[config.mk]
export PLATFORM = sky130hd
export DESIGN_NAME = readout_port
export DESIGN_NICKNAME = d
export VERILOG_FILES = /design/src/rtl/rdo_pkg.sv /design/src/rtl/sync_2ff.sv /design/src/rtl/snapshot_regs.sv /design/src/rtl/frame_shifter.sv /design/src/rtl/readout_port.sv
export SDC_FILE = /design/constraint.sdc
export NUM_CORES = 1
export LEC_CHECK = 0
export BUFFER_PORTS_ARGS = -buffer_cell sky130_fd_sc_hd__buf_2
export CORE_UTILIZATION = 57
export CTS_CLUSTER_DIAMETER = 80
export DETAILED_ROUTE_END_ITERATION = 16
export PLACE_DENSITY = 0.81
export SETUP_SLACK_MARGIN = 0.3
export SLEW_MARGIN = 20
export SYNTH_ARGS = -nofsm -noshare
export SYNTH_HDL_FRONTEND = slang
export SYNTH_SLANG_ARGS = --single-unit
export TNS_END_PERCENT = 30
[constraint.sdc]
create_clock -name clk_i -period 4.61 [get_ports clk_i]
set_input_delay 0.6915 -clock clk_i [delete_from_list [all_inputs] [get_ports clk_i]]
set_output_delay 0.6915 -clock clk_i [all_outputs]
set_load 0.03 [all_outputs]
[src/rtl/rdo_pkg.sv]
package rdo_pkg;
  localparam int unsigned TAIL_W = 4; // rdvel, dos, lot, parity

  function automatic logic odd_par(input logic [31:0] v, input int unsigned n);
    logic p;
    p = 1'b1;
    for (int i = 0; i < 32; i++) if (i < n) p ^= v[i];
    return p;
  endfunction
endpackage

[src/rtl/sync_2ff.sv]
module sync_2ff #(
  parameter int unsigned W = 1
) (
  input  logic         clk_i,
  input  logic         rst_ni,
  input  logic [W-1:0] d_i,
  input  logic [W-1:0] rst_val_i,
  output logic [W-1:0] q_o
);
  logic [W-1:0] meta_q, sync_q;
  always_ff @(posedge clk_i or negedge rst_ni) begin
    if (!rst_ni) begin
      meta_q <= rst_val_i;
      sync_q <= rst_val_i;
    end else begin
      meta_q <= d_i;
      sync_q <= meta_q;
    end
  end
  assign q_o = sync_q;
endmodule

[src/rtl/snapshot_regs.sv]
module snapshot_regs #(
  parameter int unsigned DATA_W = 12
) (
  input  logic              clk_i,
  input  logic              rst_ni,
  input  logic              cap_i,
  input  logic [DATA_W-1:0] pos_i,
  input  logic [DATA_W-1:0] vel_i,
  input  logic              sel_pos_i,
  output logic [DATA_W-1:0] word_o
);
  logic [DATA_W-1:0] pos_q, vel_q;
  always_ff @(posedge clk_i or negedge rst_ni) begin
    if (!rst_ni) begin
      pos_q <= '0;
      vel_q <= '0;
    end else if (cap_i) begin
      pos_q <= pos_i;
      vel_q <= vel_i;
    end
  end
  assign word_o = sel_pos_i ? pos_q : vel_q;

  AST_HOLD_STABLE: assert property (@(posedge clk_i) disable iff (!rst_ni)
    !cap_i |=> ($stable(pos_q) && $stable(vel_q)));
endmodule

[src/rtl/frame_shifter.sv]
module frame_shifter
  import rdo_pkg::*;
#(
  parameter int unsigned DATA_W = 12,
  localparam int unsigned FRAME_W = DATA_W + TAIL_W
) (
  input  logic               clk_i,
  input  logic               rst_ni,
  input  logic               load_i,
  input  logic               shift_i,
  input  logic [DATA_W-1:0]  word_i,
  input  logic               sel_pos_i,
  input  logic               dos_i,
  input  logic               lot_i,
  output logic [FRAME_W-1:0] frame_o
);
  logic [FRAME_W-1:0] frame_q;
  logic [FRAME_W-2:0] body;

  assign body = {word_i, sel_pos_i, dos_i, lot_i};

  always_ff @(posedge clk_i or negedge rst_ni) begin
    if (!rst_ni)       frame_q <= '0;
    else if (load_i)   frame_q <= {body, odd_par(32'(body), FRAME_W - 1)};
    else if (shift_i)  frame_q <= {frame_q[FRAME_W-2:0], 1'b0};
  end
  assign frame_o = frame_q;

  AST_PARITY_ODD: assert property (@(posedge clk_i) disable iff (!rst_ni)
    load_i |=> ($countones(frame_q) % 2 == 1));
  AST_ZERO_FILL: assert property (@(posedge clk_i) disable iff (!rst_ni)
    (shift_i && !load_i) |=> !frame_q[0]);
  AST_FRAME_HELD: assert property (@(posedge clk_i) disable iff (!rst_ni)
    (!load_i && !shift_i) |=> $stable(frame_q));
endmodule

[src/rtl/readout_port.sv]
module readout_port
  import rdo_pkg::*;
#(
  parameter int unsigned DATA_W = 12
) (
  input  logic              clk_i,
  input  logic              rst_ni,
  input  logic              sample_i,
  input  logic              cs_ni,
  input  logic              rd_ni,
  input  logic              rdvel_i,
  input  logic              soe_i,
  input  logic              sclk_i,
  input  logic [DATA_W-1:0] pos_i,
  input  logic [DATA_W-1:0] vel_i,
  input  logic              dos_i,
  input  logic              lot_i,
  output logic [DATA_W-1:0] data_o,
  output logic [DATA_W-1:0] data_oe_o
);
  localparam int unsigned FRAME_W = DATA_W + TAIL_W;
  localparam int unsigned NSYNC   = 4;

  // sync order: {sclk, rd, cs, sample}
  logic [NSYNC-1:0] pins_s, pins_d;
  logic sample_s, cs_s, rd_s, sclk_s;

  sync_2ff #(.W(NSYNC)) u_sync (
    .clk_i, .rst_ni,
    .d_i      ({sclk_i, rd_ni, cs_ni, sample_i}),
    .rst_val_i(4'b0111),
    .q_o      (pins_s)
  );
  assign {sclk_s, rd_s, cs_s, sample_s} = pins_s;

  always_ff @(posedge clk_i or negedge rst_ni) begin
    if (!rst_ni) pins_d <= 4'b0111;
    else         pins_d <= pins_s;
  end

  logic sample_fall, rd_fall, sclk_rise, drive, load, shift;
  assign sample_fall = pins_d[0] & ~sample_s;
  assign rd_fall     = pins_d[2] & ~rd_s;
  assign sclk_rise   = ~pins_d[3] & sclk_s;
  assign drive       = ~cs_s & ~rd_s;
  assign load        = rd_fall & ~cs_s;
  assign shift       = sclk_rise & drive & ~soe_i & ~rd_fall;

  logic [DATA_W-1:0]  held_word;
  logic [FRAME_W-1:0] frame;

  snapshot_regs #(.DATA_W(DATA_W)) u_snap (
    .clk_i, .rst_ni,
    .cap_i    (sample_fall),
    .pos_i, .vel_i,
    .sel_pos_i(rdvel_i),
    .word_o   (held_word)
  );

  frame_shifter #(.DATA_W(DATA_W)) u_shift (
    .clk_i, .rst_ni,
    .load_i   (load),
    .shift_i  (shift),
    .word_i   (held_word),
    .sel_pos_i(rdvel_i),
    .dos_i, .lot_i,
    .frame_o  (frame)
  );

  for (genvar i = 0; i < DATA_W; i++) begin : g_pin
    assign data_o[i] = frame[i + TAIL_W];
    if (i == DATA_W - 1) begin : g_shared
      assign data_oe_o[i] = drive;          // parallel MSB or serial out
    end else begin : g_par
      assign data_oe_o[i] = drive & soe_i;  // high-Z in serial mode
    end
  end

  AST_HIZ_IDLE: assert property (@(posedge clk_i) disable iff (!rst_ni)
    (rd_s || cs_s) |-> (data_oe_o == '0));
  AST_SERIAL_PINS: assert property (@(posedge clk_i) disable iff (!rst_ni)
    (!soe_i && !rd_s && !cs_s) |-> (data_oe_o == {1'b1, {(DATA_W-1){1'b0}}}));
endmodule

==> results_dict.tcl, run 1 <==
set metrics [dict create \
    status "finished, final reports clean" \
    hold_viol 0 \
    initial_core_util_pct 60.13 \
    io_buffer_count 57 \
    syn-num-nets 240 \
    crit_type "input port to flop" \
    yosys_warnings 0 \
    initialDrtViolationCount 77 \
    max_freq_ghz 0.4787 \
    yosysSeqAreaShare_pct 52.72 \
    tightest_slew_ns 0.8325 \
    drc 0 \
    syn-cell-area_um2 2440 \
    rows 23 \
    total_power_uw 1271 \
    fin_cells 288 \
    h-tree-depth 2 \
    ys.flop_type "dfrtp_1" \
    worstSetupEndpointType "flop" \
    startpoint_type "input port" \
    yosysMostFrequentCell "dfrtp_1" \
    synthDistinctLibCells 20 \
    post-route-period-util_pct 45.31 \
    gp_congestion 0.7402 \
    syn_inst 206 \
    cts_sinks 51 \
    setup_viol 0 \
    dieArea_um2 4546 \
    syn_avg_cell_area_um2 11.84 \
    fin_worst_skew_ns 0.009857 \
    relSlewSlack_pct 44.50 \
    wl_per_cell_um 13.24 \
    drive_above_1_share_pct 42.02 \
    first_pass_iters 4 \
    path_max_fanout 18 \
    hp-class "flop to flop" \
    cts_hold_buf 0 \
    place_area_um2 2574 \
    grt_usage_pct 19.67 \
    gr-total-overflow 0 \
    vias 1446 \
    power_density_nw_per_um2 468.2 \
    die_h_um 67.43 \
    grt_setup_unrepaired "false" \
    grt_pass1_wl_um 6306 \
    synth_largest_area_cell "dfrtp_1" \
    final_core_util_pct 66.88 \
    cts_resized 0 \
    cts_tree "done" \
    grt_pass1_vias 1312 \
    drt-total-wl_um 3814 \
    final.min_clock_period_ns 2.089 \
    drv_slew 0 \
    vias_per_cell 5.021 \
    synth_edf_count 0 \
    final_net_count 271 \
    fin_tns_setup_ns 0 \
    vdd_ir_drop_max_uv 283.0 \
    grt_max_degree 52 \
    yosys-top-cells-count "dfrtp_1 (43), o21ai_0 (28), nand2_1 (27)" \
    stdcell_area_um2 2714 \
    n_fill_cell 318 \
    critical_path_arrival_ns 2.29 \
    clock-root-buffer "clkbuf_8" \
    fp.dieW_um 67.43 \
    coreArea_um2 4058 \
    clkTransAtPathRegs_ns 0.09 \
    antenna_found_initial 0 \
    area_delta_synth_final_pct 11.23 \
    postRouteAntennaNets 0 \
    synth_top_area_share_pct 44.10 \
    ios 58 \
    dp_hpwl_um 2820 \
    drv_cap 0 \
    n_antenna_cell 0 \
    cts_max_path_buffers 2 \
    dp.cells 280 \
    insertion_delay_ns 0.31 \
    p_leak_uw 0.001302 \
    postCtsSetupBuffers 0 \
    ys_top_cells_by_area "dfrtp_1 (44%), mux2_2 (11%), dfstp_2 (8.6%), mux2i_1 (7.8%), buf_4 (7.1%)" \
    synth-seq-cells 51 \
    async_flop_share_pct 100.0 \
    cts-buffers-inserted 5 \
    worstPathRequired_ns 4.81 \
]
-- registers in the layout (all words and copies together), names as in the netlist --
register	flops
u_shift.frame_o	16
u_snap.vel_q	12
u_snap.pos_q	12
u_sync.q_o	4
pins_d	3
u_sync.meta_q	4
-- report_power, final --
group	switching, uW	leakage (uW)	internal [uW]
combinational	169	0.000628	161
clock	140	0.0000654	217
sequential	58.4	0.000609	526
total	367	0.00130	904
-- stage by stage --
stage / hold slack [ns] / setup WS (ns)
6_report: 0.3455 / 2.521
5_1_grt: 0.3516 / 2.355
4_1_cts: 0.3504 / 2.500
3_5_place_dp: 0.3468 / 2.179
3_3_place_gp: 0.3333 / 2.230
2_1_floorplan: 0.3312 / 2.526
-- placed cells by master (no fill, tap or decap) --
master	Yosys	layout
mux2i_2	1	1
a22o_1	1	1
nor3b_1	1	1
xnor2_1	4	4
o21ai_1	0	1
mux2_2	24	24
nor2_1	1	1
buf_2	2	56
nor2b_4	0	1
o21ai_0	28	27
mux2i_1	19	19
xnor2_2	1	1
dfrtp_1	43	43
and2_1	2	2
buf_4	23	2
dfstp_2	8	8
clkbuf_8	0	5
bufinv_16	0	2
clkbuf_1	8	1
xnor3_1	2	2
xor2_1	9	9
nand2_1	27	27
-- cell type report --
type	instances	area [um^2]	share of cell area, %
tap	50	62.56	2.305
clock buffer	6	72.57	2.674
sequential	51	1286	47.40
clock inverter	2	60.06	2.213
multi-input combinational	121	937.1	34.53
timing repair buffer	58	295.3	10.88
-- logic make-up after synthesis --
logic type,share of synthesized area (%)
buf+inv,9.180
flops,52.72
xor+xnor,7.180
simple gates,5.385
mux,19.44
compound gates,6.102
-- worst max-delay path, stage by stage --
cell     delay, ns
buf_2         0.41
mux2i_1       0.24
xnor3_1       0.40
xnor3_1       0.37
a22o_1        0.18
-- final timing paths --
path                                  startpoint            endpoint  slack, ns  cells after the start
worst max register to register     u_sync.q_o[1]  u_shift.frame_o[2]       2.82                      4
worst min-delay path            u_sync.meta_q[2]       u_sync.q_o[2]       0.35                      0
max in group asynchronous                 rst_ni     u_snap.pos_q[4]       3.79                      1
worst max-delay path                     rdvel_i  u_shift.frame_o[0]       2.52                      5
min in group asynchronous                 rst_ni     u_snap.pos_q[5]       0.39                      1
worst min register to register  u_sync.meta_q[2]       u_sync.q_o[2]       0.35                      0
-- per-layer routing --
metal | GRT usage, % | vias up | wire (um) | part of all wire [%]
met5 | 0 | - | 0 | 0
met4 | 7.181 | 0 | 56 | 1.5
met3 | 6.081 | 6 | 194 | 5.1
met2 | 28.88 | 40 | 1729 | 45
met1 | 27.38 | 672 | 1834 | 48
li1 | - | 728 | - | -
(Power assumes the default switching activity.)
==> run 2, diff against run 1 <==
CORE_UTILIZATION = 53   (was 57)
PLACE_DENSITY = 0.76   (was 0.81)
clock period = 1.97 ns   (was 4.61 ns; I/O delays follow)
==> run 2 against run 1 <==
Effect of this change:
- non-clock buffer count up 7
- total power grew 130%
- cell count up 3.1%
- utilization shrank 3.8 points
- sequential power rose by 130%
- clock skew is 0.0016 ns lower
- critical path type is now flop to flop
- worst setup slack worse by 2.2 ns
- via count grew 3.2%
==> results_dict.tcl, run 2 (same netlist as run 1, synthesis figures left out) <==
set metrics [dict create \
    largest_register_ffs 16 \
    h-tree-depth 2 \
    grt_pass1_vias 1407 \
    grt_setup_unrepaired "true" \
    area_delta_synth_final_pct 13.28 \
    n_antenna_cell 0 \
    drive_above_1_share_pct 44.90 \
    initial_core_util_pct 55.65 \
    dp.cells 286 \
    fin_worst_skew_ns 0.008254 \
    gr-total-overflow 0 \
    worstPathRequired_ns 2.16 \
    initialDrtViolationCount 80 \
    vdd_ir_drop_max_uv 589.2 \
    fin_cells 297 \
    fin_tns_setup_ns 0 \
    grt_usage_pct 17.60 \
    setup_ws_ns 0.3304 \
    startpoint_type "flop" \
    tightest_slew_ns 0.6256 \
    place_ws_ns 0.1727 \
    worstSetupEndpointType "flop" \
    final.min_clock_period_ns 1.640 \
    total_power_uw 2888 \
    coreArea_um2 4384 \
    insertion_delay_ns 0.30 \
    seq_power_share_pct 47.2 \
    final_net_count 278 \
    antenna_found_initial 0 \
    rrSetupSlack_ns 0.33 \
    vias_per_cell 5.024 \
    setup_viol 0 \
    hp-class "input port to flop" \
    cts-buffers-inserted 5 \
    cts_sinks 51 \
    dp_hpwl_um 2859 \
    ios 58 \
    drc 0 \
    p_leak_uw 0.001334 \
    final_common_cell "buf_2" \
    crit_type "flop to flop" \
    stdcell_area_um2 2764 \
    grt_max_degree 52 \
    rows 24 \
    postRouteAntennaNets 0 \
    internal_power_uw 2027 \
    max_freq_ghz 0.6099 \
    relSlewSlack_pct 58.29 \
    grt_pass1_wl_um 6741 \
    place_area_um2 2619 \
    first_pass_iters 4 \
    gp_congestion 0.6902 \
    final_cell_mix "buf_2 (57), dfrtp_1 (43), nand2_1 (27), o21ai_0 (27), mux2_2 (24)" \
    clock-root-buffer "clkbuf_8" \
    post-route-period-util_pct 83.23 \
    drv_cap 0 \
    power_density_nw_per_um2 1045 \
    clockPowerShare_pct 25.2 \
    wl_per_cell_um 13.27 \
    r2r_cells 5 \
    fp.dieW_um 69.85 \
    swShare_pct 29.80 \
    path_max_fanout 3 \
    hold_depth 1 \
    cts_tree "done" \
    hold_viol 0 \
    power_switching_uw 860.8 \
    comb_power_share_pct 27.6 \
    drt-total-wl_um 3941 \
    critical_path_arrival_ns 1.83 \
    drv_slew 0 \
    clkTransAtPathRegs_ns 0.09 \
    vias 1492 \
    die_h_um 69.85 \
    status "finished, final reports clean" \
    dieArea_um2 4879 \
    io_buffer_count 57 \
    cts_max_path_buffers 2 \
    cts_hold_buf 0 \
]
[run 2: critical path, cell delays in order, from the launching register on]
cell,delay (ns)
dfrtp_1,0.42
xor2_1,0.17
mux2i_1,0.14
xnor3_1,0.42
xnor3_1,0.20
a22o_1,0.19
[run 2: timing repair]
item                       CTS  global route
setup endpoints to repair   11            13
pin swaps                    0             1
setup buffers                0             3
gates resized for setup      1             2
[run 2: final timing paths]
check,startpoint,to
max,u_snap.vel_q[7],u_shift.frame_o[0]
min,cs_ni,u_sync.meta_q[1]
max reg2reg,u_snap.vel_q[7],u_shift.frame_o[0]
min reg2reg,u_sync.meta_q[2],u_sync.q_o[2]
max in group asynchronous,rst_ni,u_snap.pos_q[0]
min in group asynchronous,rst_ni,u_snap.pos_q[7]
[run 2: cell type report]
cell class,instances,area (um^2)
clock buffer,6,82.58
clock inverter,2,35.03
fill,367,1620
multi-input combinational,121,937.1
sequential,51,1286
tap,52,65.06
timing repair buffer,65,357.8
[run 2: per-stage QoR]
stage	hold WS (ns)	utilization [%]
after floorplan	-0.00009107	-
after global placement	0.3331	59.73
after detailed placement	0.3356	59.73
after CTS	0.07000	62.44
after global routing	0.06020	63.04
final	0.08669	63.04
[run 2: routing by layer]
| metal | track usage [%] | up-vias | share of wire, % |
|---|---|---|---|
| li1 | - | 742 | - |
| met5 | 0 | - | 0 |
| met1 | 25.88 | 701 | 48 |
| met4 | 4.889 | 0 | 0.20 |
| met3 | 5.339 | 2 | 5.6 |
| met2 | 25.43 | 47 | 46 |
[run 2: power by group through the flow]
stage                     Clock (uW)  Combinational, uW  Sequential (uW)
after floorplan                    0                697             1350
after global placement             0                756             1380
after detailed placement           0                783             1390
after CTS                        758                788             1370
after global routing             787                871             1390
final                            728                796             1360
